--- src/rtl/dtlb_pkg.sv ---
package dtlb_pkg;

  // Translate-word permission and attribute bit positions
  localparam int X_CACHE_INH = 0;
  localparam int X_USER_RD   = 1;
  localparam int X_USER_WR   = 2;
  localparam int X_SUPER_RD  = 3;
  localparam int X_SUPER_WR  = 4;
  localparam int X_ATTR_W    = 5;

  // Match-word valid bit position
  localparam int M_VALID = 0;

  typedef struct packed {
    logic capture;   // load response registers
    logic bypass;    // translation off or absent
    logic wrMatch;   // write match word
    logic wrXlate;   // write translate word
  } dtlbStrobes_t;

endpackage

--- src/rtl/dtlb_way.sv ---
module dtlb_way #(
  parameter int SETS    = 64,
  parameter int TAG_W   = 13,
  parameter int PPN_W   = 19,
  parameter int ATTR_W  = 5,
  localparam int SET_W  = $clog2(SETS)
) (
  input  logic              clk,
  input  logic              rstN,
  input  logic              wrMatch,
  input  logic              wrXlate,
  input  logic [SET_W-1:0]  wrSet,
  input  logic [TAG_W-1:0]  wrTag,
  input  logic              wrValid,
  input  logic [PPN_W-1:0]  wrPpn,
  input  logic [ATTR_W-1:0] wrAttr,
  input  logic [SET_W-1:0]  rdSet,
  output logic              rdValid,
  output logic [TAG_W-1:0]  rdTag,
  output logic [PPN_W-1:0]  rdPpn,
  output logic [ATTR_W-1:0] rdAttr
);

  logic [SETS-1:0]   validBits;
  logic [TAG_W-1:0]  tagMem  [SETS];
  logic [PPN_W-1:0]  ppnMem  [SETS];
  logic [ATTR_W-1:0] attrMem [SETS];

  always_ff @(posedge clk or negedge rstN) begin
    if (!rstN) begin
      validBits <= '0;
    end else if (wrMatch) begin
      validBits[wrSet] <= wrValid;
    end
  end

  always_ff @(posedge clk) begin
    if (wrMatch) begin
      tagMem[wrSet] <= wrTag;
    end
    if (wrXlate) begin
      ppnMem[wrSet]  <= wrPpn;
      attrMem[wrSet] <= wrAttr;
    end
  end

  assign rdValid = validBits[rdSet];
  assign rdTag   = tagMem[rdSet];
  assign rdPpn   = ppnMem[rdSet];
  assign rdAttr  = attrMem[rdSet];

endmodule

--- src/rtl/dtlb_ctrl.sv ---
module dtlb_ctrl
  import dtlb_pkg::*;
(
  input  logic         clk,
  input  logic         rstN,
  input  logic         reqValid,
  input  logic         mmuEnable,
  input  logic         mmuPresent,
  input  logic         wrEn,
  input  logic         wrSelXlate,
  output dtlbStrobes_t strobes,
  output logic         respValid
);

  always_comb begin
    strobes.capture = reqValid;
    strobes.bypass  = !(mmuEnable && mmuPresent);
    strobes.wrMatch = wrEn && !wrSelXlate;
    strobes.wrXlate = wrEn && wrSelXlate;
  end

  always_ff @(posedge clk or negedge rstN) begin
    if (!rstN) respValid <= 1'b0;
    else       respValid <= reqValid;
  end

endmodule

--- src/rtl/dtlb_datapath.sv ---
module dtlb_datapath
  import dtlb_pkg::*;
#(
  parameter int ADDR_W    = 32,
  parameter int PAGE_BITS = 13,
  parameter int SETS      = 64,
  parameter int WAYS      = 2,
  localparam int SET_W    = $clog2(SETS),
  localparam int WAY_W    = (WAYS > 1) ? $clog2(WAYS) : 1,
  localparam int TAG_W    = ADDR_W - PAGE_BITS - SET_W,
  localparam int PPN_W    = ADDR_W - PAGE_BITS
) (
  input  logic              clk,
  input  logic              rstN,
  input  dtlbStrobes_t      strobes,
  input  logic [ADDR_W-1:0] reqAddr,
  input  logic              reqWrite,
  input  logic              reqSuper,
  input  logic [WAY_W-1:0]  wrWay,
  input  logic [SET_W-1:0]  wrSet,
  input  logic [ADDR_W-1:0] wrData,
  output logic [ADDR_W-1:0] respPaddr,
  output logic              respHit,
  output logic              respDenied,
  output logic              respCacheInh
);

  logic [SET_W-1:0]    lookSet;
  logic [TAG_W-1:0]    lookTag;
  logic [PAGE_BITS-1:0] lookOffset;

  assign lookOffset = reqAddr[PAGE_BITS-1:0];
  assign lookSet    = reqAddr[PAGE_BITS +: SET_W];
  assign lookTag    = reqAddr[ADDR_W-1 -: TAG_W];

  logic                wayValid [WAYS];
  logic [TAG_W-1:0]    wayTag   [WAYS];
  logic [PPN_W-1:0]    wayPpn   [WAYS];
  logic [X_ATTR_W-1:0] wayAttr  [WAYS];

  // Bits of the write word that neither word layout uses
  logic unusedWrBits;
  assign unusedWrBits = ^{wrData[PAGE_BITS-1:X_ATTR_W], wrData[PAGE_BITS+SET_W-1:1]};

  for (genvar w = 0; w < WAYS; w++) begin : g_way
    logic selThis;
    assign selThis = (wrWay == WAY_W'(w));

    dtlb_way #(
      .SETS   (SETS),
      .TAG_W  (TAG_W),
      .PPN_W  (PPN_W),
      .ATTR_W (X_ATTR_W)
    ) u_way (
      .clk     (clk),
      .rstN    (rstN),
      .wrMatch (strobes.wrMatch && selThis),
      .wrXlate (strobes.wrXlate && selThis),
      .wrSet   (wrSet),
      .wrTag   (wrData[ADDR_W-1 -: TAG_W]),
      .wrValid (wrData[M_VALID]),
      .wrPpn   (wrData[ADDR_W-1 -: PPN_W]),
      .wrAttr  (wrData[X_ATTR_W-1:0]),
      .rdSet   (lookSet),
      .rdValid (wayValid[w]),
      .rdTag   (wayTag[w]),
      .rdPpn   (wayPpn[w]),
      .rdAttr  (wayAttr[w])
    );
  end

  // Way select: later (higher) ways override earlier ones
  logic                anyMatch;
  logic [PPN_W-1:0]    selPpn;
  logic [X_ATTR_W-1:0] selAttr;

  always_comb begin
    anyMatch = 1'b0;
    selPpn   = '0;
    selAttr  = '0;
    for (int w = 0; w < WAYS; w++) begin
      if (wayValid[w] && (wayTag[w] == lookTag)) begin
        anyMatch = 1'b1;
        selPpn   = wayPpn[w];
        selAttr  = wayAttr[w];
      end
    end
  end

  logic permitted;
  always_comb begin
    if (reqSuper) permitted = reqWrite ? selAttr[X_SUPER_WR] : selAttr[X_SUPER_RD];
    else          permitted = reqWrite ? selAttr[X_USER_WR]  : selAttr[X_USER_RD];
  end

  logic [ADDR_W-1:0] nextPaddr;
  logic              nextHit, nextDenied, nextCacheInh;

  always_comb begin
    nextPaddr    = '0;
    nextHit      = 1'b0;
    nextDenied   = 1'b0;
    nextCacheInh = 1'b0;
    if (strobes.bypass) begin
      nextPaddr    = reqAddr;
      nextHit      = 1'b1;
      nextCacheInh = reqAddr[ADDR_W-1];
    end else if (anyMatch && permitted) begin
      nextPaddr    = {selPpn, lookOffset};
      nextHit      = 1'b1;
      nextCacheInh = selAttr[X_CACHE_INH];
    end else if (anyMatch) begin
      nextDenied   = 1'b1;
    end
  end

  always_ff @(posedge clk or negedge rstN) begin
    if (!rstN) begin
      respPaddr    <= '0;
      respHit      <= 1'b0;
      respDenied   <= 1'b0;
      respCacheInh <= 1'b0;
    end else if (strobes.capture) begin
      respPaddr    <= nextPaddr;
      respHit      <= nextHit;
      respDenied   <= nextDenied;
      respCacheInh <= nextCacheInh;
    end
  end

endmodule

--- src/rtl/dtlb_probe.sv ---
module dtlb_probe
  import dtlb_pkg::*;
#(
  parameter int ADDR_W    = 32,
  parameter int PAGE_BITS = 13,
  parameter int SETS      = 64,
  parameter int WAYS      = 2,
  localparam int SET_W    = $clog2(SETS),
  localparam int WAY_W    = (WAYS > 1) ? $clog2(WAYS) : 1
) (
  input  logic              clk,
  input  logic              rstN,
  input  logic              reqValid,
  input  logic [ADDR_W-1:0] reqAddr,
  input  logic              reqWrite,
  input  logic              reqSuper,
  input  logic              mmuEnable,
  input  logic              mmuPresent,
  input  logic              wrEn,
  input  logic [WAY_W-1:0]  wrWay,
  input  logic [SET_W-1:0]  wrSet,
  input  logic              wrSelXlate,
  input  logic [ADDR_W-1:0] wrData,
  output logic              respValid,
  output logic [ADDR_W-1:0] respPaddr,
  output logic              respHit,
  output logic              respDenied,
  output logic              respCacheInh
);

  dtlbStrobes_t strobes;

  dtlb_ctrl u_ctrl (
    .clk        (clk),
    .rstN       (rstN),
    .reqValid   (reqValid),
    .mmuEnable  (mmuEnable),
    .mmuPresent (mmuPresent),
    .wrEn       (wrEn),
    .wrSelXlate (wrSelXlate),
    .strobes    (strobes),
    .respValid  (respValid)
  );

  dtlb_datapath #(
    .ADDR_W    (ADDR_W),
    .PAGE_BITS (PAGE_BITS),
    .SETS      (SETS),
    .WAYS      (WAYS)
  ) u_dp (
    .clk          (clk),
    .rstN         (rstN),
    .strobes      (strobes),
    .reqAddr      (reqAddr),
    .reqWrite     (reqWrite),
    .reqSuper     (reqSuper),
    .wrWay        (wrWay),
    .wrSet        (wrSet),
    .wrData       (wrData),
    .respPaddr    (respPaddr),
    .respHit      (respHit),
    .respDenied   (respDenied),
    .respCacheInh (respCacheInh)
  );

endmodule

--- config.mk ---
export PLATFORM = sky130hd
export DESIGN_NAME = dtlb_probe
export DESIGN_NICKNAME = d
export VERILOG_FILES = /design/src/rtl/dtlb_pkg.sv /design/src/rtl/dtlb_way.sv /design/src/rtl/dtlb_ctrl.sv /design/src/rtl/dtlb_datapath.sv /design/src/rtl/dtlb_probe.sv
export SDC_FILE = /design/constraint.sdc
export NUM_CORES = 2
export LEC_CHECK = 0
export BUFFER_PORTS_ARGS = -buffer_cell sky130_fd_sc_hd__buf_2
export CAP_MARGIN = 40
export CORE_MARGIN = 2
export CORE_UTILIZATION = 60
export CTS_CLUSTER_DIAMETER = 50
export DETAILED_ROUTE_END_ITERATION = 8
export PLACE_DENSITY = 0.77
export SLEW_MARGIN = 10
export SYNTH_ARGS = -nofsm -noshare
export SYNTH_HDL_FRONTEND = slang
export SYNTH_MEMORY_MAX_BITS = 65536
export SYNTH_SLANG_ARGS = --single-unit
--- constraint.sdc ---
create_clock -name clk -period 6.6 [get_ports clk]
set_input_delay 1.32 -clock clk [delete_from_list [all_inputs] [get_ports clk]]
set_output_delay 1.32 -clock clk [all_outputs]
set_load 0.02 [all_outputs]
==> key figures <==
Placement
  – Detail Placement HPWL: between 300,000 and 400,000 µm
  – PortBufs: about 110
  – Gp weighted congestion: roughly 0.91
  – Placed insts: approximately 13k

Floorplan
  – Chip width: around 570 µm
  – Initial Util: 60.3%
  – Site row count: about 200
  – Die footprint: 321,000 µm²
  – Std-Cell Core Area: between 300,000 and 400,000 µm²
  – Die height: between 500 and 600 µm
  – Io pins: 116

Final layout
  – Area growth, synth to finish: 14.1%
  – Layout cells sized above 1: about a third
  – Finished Layout Cells: ~14k
  – Nets: 9,059
  – Final Util: ~69%

CTS
  – CTS sink count: 4,900
  – TritonCTS clock tree: done
  – Clk Latency, worst-skew pair: 1.04 ns
  – CTS Hold Bufs: 0
  – CTS H-tree depth: 5
  – CTS max path bufs: 4
  – Number of gates resized after cts: 0
  – CTS buffer count: 472
  – Clock root buffer: clkbuf_16
  – Post-CTS Setup Inserts: 0
  – Clock slew at reported path FFs: around 0.070 ns

Power
  – Combinational Power Share: 5.2%
  – Switching Share: 21.9%
  – Net load switching power: 14.4 mW
  – Internal power: around 50 mW
  – Worst VDD drop: between 0.3 and 0.4 mV
  – P_leak: slightly below 70 nW
  – Clock share of power: a little over two fifths
  – PD cells: about 300 nW/µm²
  – Share of total power in sequential cells: 52.2%

Logic synthesis
  – Sequential area share after synthesis: around 77%
  – Ys async rst share: between 3 and 4%
  – Most numerous cell in the Yosys netlist: edfxtp_1
  – Post-synthesis register bit count: approximately 5k
  – Mapped Cells: ~8.4k
  – Synth warn: 0
  – Biggest area consumer among synthesized cells: edfxtp_1
  – Net count after synthesis: approximately 8.4k
  – Post-synth EDFFs: about 4.7k
  – Ys flop type: edfxtp_1
  – Yosys cell types: approximately 80
  – Synth top area cells: edfxtp_1 (75%), mux4_2 (16%), dfrtp_1 (2.2%), mux2i_1 (0.87%), mux2_2 (0.81%)
  – Post-synth top area share: 75.0%
  – Synth Cell Area: between 150,000 and 200,000 µm²
  – Post-synth top cells: edfxtp_1 (4,736), mux4_2 (1,328), nor2_1 (315)
  – Mean post-synth cell area: 22.7 µm²

Min path
  – Min-Delay Path Class: in2async

Status
  – Status: finished, violations left
  – Failing checks: DRC

STA
  – Slew Viols, Final: 0
  – Worst Tran Pin Value: roughly 1.4 ns
  – Hold Vio Cnt, Final: 0
  – Clock Skew: ~0.086 ns
  – Final min period: 5.81 ns
  – Fmax: 0.172 GHz
  – Setup-failing EPs final: 0
  – Period utilization: 88.0%
  – RSZ-0062 raised after global routing: no
  – Setup total negative slack: 0 ns
  – Slew margin rel.: roughly 4.0%

Detailed routing
  – Routed wire length: between 500,000 and 600,000 µm
  – DRC violations left: 2
  – Vias per cell: between 7 and 8
  – Pre-Repair DR Iteration Count: 9
  – Post-route ant nets: 0
  – WL/cell: between 40 and 50 µm
  – Total vias in the final route: approximately 100k
  – Initial DRC count: between 15k and 20k

Setup path
  – CP Class: in2reg
  – WP data required: 7.55 ns
  – FF-to-FF setup slack: roughly 1.6 ns
  – Worst r2r dst: u_dp.respPaddr[17]
  – Worst-path fanout max: 76
  – Reg2reg path depth: 15
  – CP Capture Type: flip-flop
  – Worst R2R Start: u_dp.g_way[1].u_way.tagMem[54][9]
  – Data arrival time of the critical path: 6.76 ns
  – Worst setup SP type: primary input

Global route
  – Vias in the first global route: 98.8k
  – Gr usage total: between 30% and 40%
  – Pin count of the biggest net entering global routing: between 150 and 200
  – Initial antenna violation count: 49
  – First-pass GRT wire length: 762,000 µm
  – Grt ovf: 0

Flow run
  – Total of max-cap violations: 0
-- worst max path at each step --
stage,start,to,slack [ns]
2_1_floorplan,reqAddr[13],u_dp.respPaddr[28],1.51
3_3_place_gp,reqAddr[14],u_dp.respPaddr[20],0.15
3_5_place_dp,reqAddr[14],u_dp.respPaddr[20],0.23
4_1_cts,reqAddr[14],u_dp.respPaddr[24],1.10
5_1_grt,reqAddr[14],u_dp.respPaddr[24],0.91
6_report,reqAddr[14],u_dp.respPaddr[24],0.79
-- layout make-up --
type | instances | area (µm²)
inverters | 23 | 96.3
repair buffers | 646 | 7050
diodes | 25 | 62.6
flip-flops and latches | 4900 | 146000
clock buffers | 569 | 12400
multi-input cells | 2936 | 41600
clock inverters | 319 | 3700
fillers | 17500 | 98400
well taps | 4160 | 5200
-- stage by stage --
step                      worst slack, ns  area (µm²)  total power [mW]  hold WS [ns]
after floorplan                      1.51      190000              36.7         0.475
after global placement              0.146      198000              38.0         0.484
after detailed placement            0.230      200000              38.2         0.489
after CTS                            1.10      216000              65.6         0.313
after global routing                0.911      216000              66.9         0.359
final                               0.791      216000              65.6         0.319
-- layer usage --
metal | global-route usage [%] | wire length [µm] | vias to the layer above
met5 | 0.402 | 422 | -
met4 | 19.8 | 38800 | 36
met3 | 8.94 | 72500 | 1787
met2 | 53.1 | 261000 | 9383
met1 | 43.9 | 177000 | 51700
li1 | - | - | 36900
-- state kept, by name, summed over array words and instances (netlist names) --
name and cells:
u_ctrl.respValid 1, u_dp.g_way.u_way.attrMem 640, u_dp.g_way.u_way.ppnMem 2432, u_dp.g_way.u_way.tagMem 1664, u_dp.g_way.u_way.validBits 128, u_dp.respCacheInh 1
u_dp.respDenied 1, u_dp.respHit 1, u_dp.respPaddr 32
-- power by group through the flow --
stage	sequential (mW)	clock [mW]	combinational, mW
5_1_grt	34.3	29.1	3.47
2_1_floorplan	34.9	0	1.72
4_1_cts	34.3	28.0	3.29
3_5_place_dp	34.9	0	3.22
6_report	34.3	28.0	3.38
3_3_place_gp	34.9	0	3.09
-- cell families after synthesis --
group,share of synthesized area [%]
and+or+nand+nor,1.96
buffers and inverters,1.37
DFF,77.2
xor gates and xnor gates,0.129
muxes,17.4
AOI/OAI and AO/OA,1.93
-- layout by cell type (no fill, tap or decap), drive strengths merged, types with 33 or more instances in the layout --
cell type / instances
edfxtp: 4736
mux4: 1328
buf: 627
clkbuf: 587
nor2: 318
clkinv: 212
nand2: 211
mux2i: 164
dfrtp: 164
mux2: 137
o22ai: 123
a22oi: 103
bufinv: 60
or4: 58
inv: 44
o311a: 39
nand3: 36
o21ai: 33
-- worst max-delay path: stages --
cell and delay [ns]:
buf_8 0.57, buf_4 0.28, nor2b_1 0.62, buf_4 0.27, a22oi_1 0.09, a21oi_1 0.41
a21oi_1 0.11, xnor2_1 0.17, a211oi_1 0.38, buf_4 0.21, o211a_1 0.59, nand4_1 0.35
buf_12 0.26, a221oi_1 0.72, a32oi_1 0.15, nand2_1 0.13
(Power assumes the default switching activity.)
